## config.mk

```make
export PLATFORM = sky130hd
export DESIGN_NAME = dual_countdown_timer
export DESIGN_NICKNAME = d
export VERILOG_FILES = /design/src/rtl/dct_pkg.sv /design/src/rtl/dct_channel.sv /design/src/rtl/dct_readmux.sv /design/src/rtl/dual_countdown_timer.sv
export SDC_FILE = /design/constraint.sdc
export NUM_CORES = 1
export LEC_CHECK = 0
export BUFFER_PORTS_ARGS = -buffer_cell sky130_fd_sc_hd__clkbuf_2
export CAP_MARGIN = 5
export CORE_AREA = 2 2 151 153
export DETAILED_ROUTE_END_ITERATION = 16
export DIE_AREA = 0 0 153 155
export PLACE_DENSITY = 0.67
export RECOVER_POWER = 25
export SKIP_CTS_REPAIR_TIMING = 1
export SYNTH_ARGS = -nofsm -noshare
export SYNTH_HDL_FRONTEND = slang
export SYNTH_HIERARCHICAL = 1
export SYNTH_SLANG_ARGS = --single-unit
```

## constraint.sdc

```tcl
create_clock -name clk -period 3.4 [get_ports clk]
set_clock_uncertainty 0.15 [all_clocks]
set_input_delay 0 -clock clk [delete_from_list [all_inputs] [get_ports clk]]
set_output_delay 0 -clock clk [all_outputs]
set_load 0.1 [all_outputs]
```

## src/rtl/dct_pkg.sv

```systemverilog
package dct_pkg;
    localparam int CNT_W  = 32;
    localparam int ADDR_W = 6;
    localparam int N_TMR  = 2;

    typedef struct packed {
        logic [CNT_W-1:0] cnt;
        logic [CNT_W-1:0] rld;
        logic             irq;
        logic             fired;
    } chan_state_t;
endpackage

```

## src/rtl/dct_channel.sv

```systemverilog
module dct_channel
    import dct_pkg::*;
(
    input  logic             clk,
    input  logic             rst_n,
    input  logic             tick_i,
    input  logic             run_i,
    input  logic             auto_i,
    input  logic             rld_we_i,
    input  logic             cnt_we_i,
    input  logic [CNT_W-1:0] wdata_i,
    output logic [CNT_W-1:0] cnt_o,
    output logic [CNT_W-1:0] rld_o,
    output logic             irq_o
);
    chan_state_t st_d, st_q;

    always_comb begin
        st_d     = st_q;
        st_d.irq = 1'b0;
        if (rld_we_i) begin
            st_d.rld = wdata_i;
        end
        if (cnt_we_i) begin
            st_d.cnt   = wdata_i;
            st_d.fired = 1'b0;
        end else if (run_i && tick_i) begin
            if (st_q.cnt == '0) begin
                if (auto_i) begin
                    st_d.cnt = st_q.rld;
                    st_d.irq = 1'b1;
                end else if (!st_q.fired) begin
                    st_d.irq   = 1'b1;
                    st_d.fired = 1'b1;
                end
            end else begin
                st_d.cnt = st_q.cnt - 1'b1;
            end
        end
    end

    always_ff @(posedge clk or negedge rst_n) begin
        if (!rst_n) begin
            st_q <= '0;
        end else begin
            st_q <= st_d;
        end
    end

    assign cnt_o = st_q.cnt;
    assign rld_o = st_q.rld;
    assign irq_o = st_q.irq;
endmodule

```

## src/rtl/dct_readmux.sv

```systemverilog
module dct_readmux
    import dct_pkg::*;
(
    input  logic [ADDR_W-1:0]           addr_i,
    input  logic [2*N_TMR-1:0]          ctrl_i,
    input  logic [N_TMR-1:0][CNT_W-1:0] cnt_i,
    input  logic [N_TMR-1:0][CNT_W-1:0] rld_i,
    output logic [CNT_W-1:0]            rdata_o
);
    localparam int CTRL_W = 2 * N_TMR;

    always_comb begin
        rdata_o = '0;
        if (addr_i == '0) begin
            rdata_o[CTRL_W-1:0] = ctrl_i;
        end
        for (int i = 0; i < N_TMR; i++) begin
            if (addr_i == ADDR_W'(16 + 8 * i)) rdata_o = rld_i[i];
            if (addr_i == ADDR_W'(20 + 8 * i)) rdata_o = cnt_i[i];
        end
    end
endmodule

```

## src/rtl/dual_countdown_timer.sv

```systemverilog
module dual_countdown_timer
    import dct_pkg::*;
(
    input  logic              clk,
    input  logic              rst_n,
    input  logic              tick_i,
    input  logic [ADDR_W-1:0] bus_addr,
    input  logic              bus_we,
    input  logic [CNT_W-1:0]  bus_wdata,
    output logic [CNT_W-1:0]  bus_rdata,
    output logic [N_TMR-1:0]  irq_o
);
    localparam int CTRL_W = 2 * N_TMR;

    logic [CTRL_W-1:0]           ctrl_d, ctrl_q;
    logic [N_TMR-1:0][CNT_W-1:0] cnt_all;
    logic [N_TMR-1:0][CNT_W-1:0] rld_all;

    always_comb begin
        ctrl_d = ctrl_q;
        if (bus_we && bus_addr == '0) begin
            ctrl_d = bus_wdata[CTRL_W-1:0];
        end
    end

    always_ff @(posedge clk or negedge rst_n) begin
        if (!rst_n) begin
            ctrl_q <= '0;
        end else begin
            ctrl_q <= ctrl_d;
        end
    end

    for (genvar g = 0; g < N_TMR; g++) begin : g_chan
        logic rld_we, cnt_we;
        assign rld_we = bus_we && (bus_addr == ADDR_W'(16 + 8 * g));
        assign cnt_we = bus_we && (bus_addr == ADDR_W'(20 + 8 * g));

        dct_channel u_chan (
            .clk      (clk),
            .rst_n    (rst_n),
            .tick_i   (tick_i),
            .run_i    (ctrl_q[2*g]),
            .auto_i   (ctrl_q[2*g+1]),
            .rld_we_i (rld_we),
            .cnt_we_i (cnt_we),
            .wdata_i  (bus_wdata),
            .cnt_o    (cnt_all[g]),
            .rld_o    (rld_all[g]),
            .irq_o    (irq_o[g])
        );
    end

    dct_readmux u_rmux (
        .addr_i  (bus_addr),
        .ctrl_i  (ctrl_q),
        .cnt_i   (cnt_all),
        .rld_i   (rld_all),
        .rdata_o (bus_rdata)
    );
endmodule

```

# Word-level counts from Yosys, hierarchy flattened
# Cells that the tools add are included.
[totals]
word_cells = 64
memories = 0
mem_bits_rw = 0
rom_bits = 0
inputBits = 42
ff_bits = 136
latch_bits = 0
[op_classes]
div = 0
reduce_logical = 18
n_mul = 0
mux = 27
bitwise = 0
n_eq_ne = 8
n_shift = 0
order_cmp = 0
n_addsub = 2
[ops]
columns = ["op", "n"]
rows = [
  ["32-bit two-way mux", 12],
  ["32-bit zero test", 2],
  ["32-bit by 1-bit subtractor with 32-bit output (second input constant)", 2],
  ["6-bit by 5-bit equality test with 1-bit output (second input constant)", 4],
  ["2-bit two-way mux", 6],
  ["1-bit two-way mux", 8],
  ["2-bit nonzero test", 4],
  ["1-bit logical AND", 7],
  ["6-bit zero test", 1],
  ["3-bit != test (second input constant)", 2],
  ["3-bit AND reduction", 2],
  ["4-bit two-way mux", 1],
  ["2-bit by 1-bit != test with 1-bit output (second input constant)", 2],
  ["2-bit AND reduction", 2],
]

# Logic depth before layout (Yosys ltp)
[depth]
word_depth = 6
depth_mapped = 11
mapped_depth_nobuf = 8

# Modules after synthesis
# The synthesis kept the hierarchy.
[by_module_without_submodules]
columns = ["mod", "instances", "area_per_inst_um2", "seq_area_each_um2", "cells_per_inst"]
rows = [
  ["dct_channel (g_chan[0].u_chan)", 1, 4292.9, 1651.6, 450],
  ["dct_channel (g_chan[1].u_chan)", 1, 4217.8, 1651.6, 449],
  ["dct_readmux", 1, 1066.0, 0.0, 96],
  ["dual_countdown_timer", 1, 234.0, 100.1, 16],
]

# Least setup slack after synthesis
# Ideal clock, no wire load.
[synth_path]
path_type = "flip-flop to flip-flop"
from = "register g_chan[1].u_chan.st_q, in the netlist g_chan[1].u_chan/cnt_o[26]"
to = "register g_chan[1].u_chan.st_q, in the netlist g_chan[1].u_chan/cnt_o[29]"
arrival_ns = 2.485
slack_ns = 0.643
t_required_ns = 3.128
setup_time_ns = 0.122
path_stages_with_launch = 8
cell_sequence = "dfrtp_1 -> or4_4 -> or4_1 -> buf_2 -> nor3_2 -> nor4_1 -> a211o_1 -> a32o_1"
[synth_between]
elab_chain_cells = 4
[synth_rtl]
columns = ["item", "line_no", "text"]
rows = [
  ["from (decl)", "dct_channel.sv:16", "chan_state_t st_d, st_q;"],
  ["from (signal assigned)", "dct_channel.sv:46", "st_q <= st_d;"],
  ["32-bit by 1-bit subtractor with 32-bit output / 32-bit zero test (equally long branches)", "dct_channel.sv:37, dct_channel.sv:28", ""],
  ["32-bit two-way mux", "dct_channel.sv:28", "if (st_q.cnt == '0) begin"],
  ["32-bit two-way mux", "dct_channel.sv:27", "end else if (run_i && tick_i) begin"],
  ["32-bit two-way mux", "dct_channel.sv:24", "if (cnt_we_i) begin"],
]
# Several ways; a longest one is shown, not always the timed one. The select of a mux whose other input is x is not followed.
# A chain may end at the register's enable or synchronous reset.

# Worst setup path after layout
[layout_path]
from = "register g_chan[1].u_chan.st_q, in the netlist g_chan[1].u_chan/cnt_o[26]"
to = "register g_chan[1].u_chan.st_q, in the netlist g_chan[1].u_chan/cnt_o[9]"
[layout_between]
elab_chain_cells = 4
[layout_rtl]
columns = ["item", "line_no"]
rows = [
  ["32-bit zero test *", "dct_channel.sv:28"],
  ["32-bit two-way mux", "dct_channel.sv:28"],
  ["32-bit two-way mux", "dct_channel.sv:27"],
  ["32-bit two-way mux", "dct_channel.sv:24"],
]
# Every way passes the cells marked *; elsewhere a longest branch is shown, timed or not. The select of a mux whose other input is x is not followed.

==> summary.md <==
| Metric | Value |
|---|---|
| Period utilisation layout | 94.21% |
| Xor and xnor area share after synthesis | 2.232% |
| Worst reg2reg setup slack | slightly below 0.2 ns |
| EDFF count, synth | 0 |
| Initial Utilization | 44.14% |
| Root Buffer | clkbuf_16 |
| Global placer's final weighted congestion | 0.9983 |
| Post-Route Setup TNS | 0 ns |
| DRT iter0 DRCs | 1,222 |
| Port bufs | 75 |
| Max Cap Viol | 1 |
| Total track usage | between 20 and 30% |
| Die area | roughly 0.024 mm2 |
| Clk network pwr share | slightly above 30% |
| Sw Pwr | 2.282 mW |
| Vias in the first global route | 7,602 |
| # H-tree levels | 4 |
| Synth Cell Area | 0.009811 mm2 |
| Worst r2r src | g_chan[1].u_chan/cnt_o[26] |
| HPWL Detailed | 22,580 um |
| R2R depth | 6 |
| Combinational Power Share | 27.1% |
| Worst flop-to-flop path endpoint | g_chan[1].u_chan/cnt_o[9] |
| Drt pass-1 iters | 7 |
| Routed vias | 8,310 |
| Clock tree sinks | 136 |
| Antenna fix cells | 0 |
| Avg WL per Cell | approximately 24 um |
| Core Region | 0.02223 mm2 |
| TritonCTS clock tree | built |
| Setup crit end kind | flop |
| Synthesized flop and latch total | between 100 and 150 |
| Maximum buffer depth of the clock tree | 2 |
| Num ports | 76 |
| Power Dens Cells | 592.0 mW/mm2 |
| Worst hold start | tick_i |
| WL final | 31,260 um |
| TritonCTS Buffers | 17 |
| Antenna violations before repair | 0 |
| Post-DRT Antenna Nets | 0 |
| Hold WC Path Type | input pin to flop |
| Largest family of logic cells by synthesized area | simple AND/OR/NAND/NOR gates |
| Ys flop type | dfrtp_1 |
| Pins over their slew limit | 105 |
| Multiplexer area fraction after synthesis | 15.51% |
| Die width | 153 um |
| Clk_lat worst skew | 0.43 ns |
| Synth Area in Adders | 0.5101% |
| NumNets Final | between 1,000 and 1,500 |
| Grt ovf | 0 |
| Synth cell types | 84 |
| Post-synthesis compound-gate area fraction | around 16% |
| DP Area | 0.009649 mm2 |
| Crit start category | flop |
| Worst-Margin Slew | 2.810 ns |
| Status | finished, violations left |
| Worst EP required | 3.52 ns |
| Endpoints failing hold | 0 |
| Arrival time at the worst endpoint | 3.33 ns |
| Peak VDD IR | ~0.00025 V |
| Row count | 55 |
| Syn. warnings | 6 |
| Seq/Total Area, Yosys | approximately a third |
| Avg Inst Size Synth | 9.704 um2 |
| # DRC | 0 |
| Crit Path Max Fanout | 21 |
| Ys async rst share | 100.0% |
| Sw frac | 36.27% |
| Leak | ~4.5 nW |
| Hold Path End | g_chan[0].u_chan/st_q[0] |
| Failing checks | max-capacitance violations, max-slew violations |
| Tmin final | 3.203 ns |
| Unrepaired setup endpoints after global routing | false |
| Sequential power share | 41.7% |
| Layout area overhead | 8.340% |
| Critical path class | flop to flop |
| Setup violations, final | 0 |
| Share of cells above drive strength 1 | 27.98% |
| Post-Synth Simple-Gate Area | 17.47% |
| Worst-path clk slew | about 0.060 ns |
| First-pass GRT wire length | 46,940 um |
| Max transition margin | -87.34% |
| P_int | 4.010 mW |
| Fin area | ~0.011 mm2 |
| Via density per instance | 6.427 |
| Syn_nets | 1,057 |
| Post-Synthesis Cells | 1,011 |
| Die extent in y | 155 um |
| Max Freq | 0.3122 GHz |
| Hold path depth | 4 |
| Largest net degree at the start of global routing | 105 |
==> power by group through the flow <==
stage               Clock (mW)  Combinational (mW)  Sequential (mW)
floorplan                    0                1.71             2.36
global placement             0                1.62             2.61
detailed placement           0                1.64             2.62
CTS                       1.99                1.66             2.59
global route              2.06                1.86             2.67
finish                    1.96                1.70             2.62
==> critical path, stage by stage, from the launching register on <==
cell and delay [ns]:
dfrtp_1 0.41, or4_4 0.57, or4_1 0.58, o41a_1 0.42, or2_1 0.54, o22ai_1 0.30
a21oi_1 0.07
==> final cells by class <==
class                           count  area (um2)
Tap cell                          285       356.6
Timing Repair Buffer              152        1044
Sequential cell                   136        3403
Clock buffer                       21       480.5
Clock inverter                     11       145.1
Fill cell                        2064       11600
Multi-Input combinational cell    674        5147
Inverter                           14       52.55
==> synthesized netlist by cell type, types with 5 or more instances <==
library cell	count	area (um2)
dfrtp_1	136	3403
nand2b_1	5	31.28
o2bb2ai_1	7	61.31
o22ai_1	18	112.6
nand3_1	9	45.04
a31oi_1	18	112.6
nor4_1	21	131.4
nand2_1	63	236.5
clkbuf_1	32	120.1
buf_4	131	983.4
o21ai_0	39	195.2
a22oi_1	14	105.1
nor3_1	30	150.1
o211ai_1	5	37.54
o31ai_1	12	90.09
buf_2	14	70.07
inv_1	14	52.55
mux2i_1	11	110.1
buf_1	5	18.77
or3_1	18	112.6
mux4_2	27	608.1
and2_1	30	187.7
xnor2_1	17	148.9
a221o_1	6	60.06
o41ai_1	6	52.55
nand4_1	7	43.79
mux2_2	66	743.2
and3_1	11	68.82
a21oi_1	50	250.2
or4_1	13	97.59
xor2_1	8	70.07
nor2_1	61	229.0
a211oi_1	8	60.06
==> per-stage QoR <==
| step | instances | hold slack (ns) | utilization [%] | total power, mW | setup slack (ns) |
|---|---|---|---|---|---|
| finish | 1293 | 0.04102 | 47.82 | 6.292 | 0.1967 |
| global route | 1293 | 0.05943 | 47.82 | 6.594 | 0.1270 |
| CTS | 1257 | -0.3836 | 46.23 | 6.233 | 0.2400 |
| detailed placement | 1225 | 0.06624 | 43.41 | 4.256 | 0.2583 |
| global placement | 1225 | 0.05609 | 43.41 | 4.230 | 0.2701 |
| floorplan | 1011 | -0.4456 | - | 4.071 | 0.6434 |
==> routing by layer <==
layer | vias up | share of wire, % | GRT usage (%)
met5 | - | 0 | 0
met4 | 0 | 3.0 | 9.436
li1 | 3628 | - | -
met2 | 516 | 45 | 39.33
met1 | 4098 | 42 | 37.00
met3 | 68 | 9.4 | 5.153
==> layout by cell type (no fill, tap or decap), drive strengths merged, types with 7 or more instances in the layout <==
master / netlist / layout
a21oi: 50 / 50
dlygate4sd3: 0 / 36
a211oi: 8 / 8
nand4: 8 / 8
mux4: 27 / 27
dfrtp: 136 / 136
o22ai: 19 / 19
o31ai: 13 / 13
and3: 11 / 11
o2bb2ai: 7 / 7
nor2: 63 / 63
xnor2: 17 / 17
o21ai: 41 / 41
mux2: 70 / 70
nand2: 64 / 64
inv: 14 / 14
or4: 14 / 14
mux2i: 11 / 11
nor4: 26 / 26
nand3: 11 / 11
and2: 30 / 30
or3: 19 / 19
a22oi: 14 / 14
clkbuf: 33 / 96
xor2: 8 / 8
buf: 154 / 41
a31oi: 18 / 18
nor3: 31 / 31
==> cells by family (layout without fill, tap and decap cells) <==
family / Yosys count / after routing
AND/OR/NAND/NOR: 303 / 303
AO/OA/AOI/OAI: 234 / 234
adder cells (fa/ha/maj): 4 / 4
XOR/XNOR: 25 / 25
flip-flops: 136 / 136
buffers and inverters: 201 / 198
multiplexers: 108 / 108
==> sequential cells by signal, summed over array words and instances, names as in the netlist <==
| signal | flops |
|---|---|
| g_chan.u_chan/cnt_o | 64 |
| g_chan.u_chan/irq_o | 2 |
| ctrl_q | 4 |
| g_chan.u_chan/st_q | 2 |
| g_chan.u_chan/rld_o | 64 |
==> worst max-delay path by stage <==
stage                               start                    endpoint  slack (ns)  depth (start not counted)
3_5_place_dp   g_chan[1].u_chan/cnt_o[23]  g_chan[1].u_chan/cnt_o[25]        0.26                          6
2_1_floorplan  g_chan[1].u_chan/cnt_o[26]  g_chan[1].u_chan/cnt_o[29]        0.64                          7
5_1_grt        g_chan[1].u_chan/cnt_o[24]  g_chan[1].u_chan/cnt_o[27]        0.13                          6
3_3_place_gp   g_chan[1].u_chan/cnt_o[26]  g_chan[1].u_chan/cnt_o[27]        0.27                          6
4_1_cts        g_chan[1].u_chan/cnt_o[23]  g_chan[1].u_chan/cnt_o[25]        0.24                          6
6_report       g_chan[1].u_chan/cnt_o[26]   g_chan[1].u_chan/cnt_o[9]        0.20                          6
(Power assumes the default switching activity.)
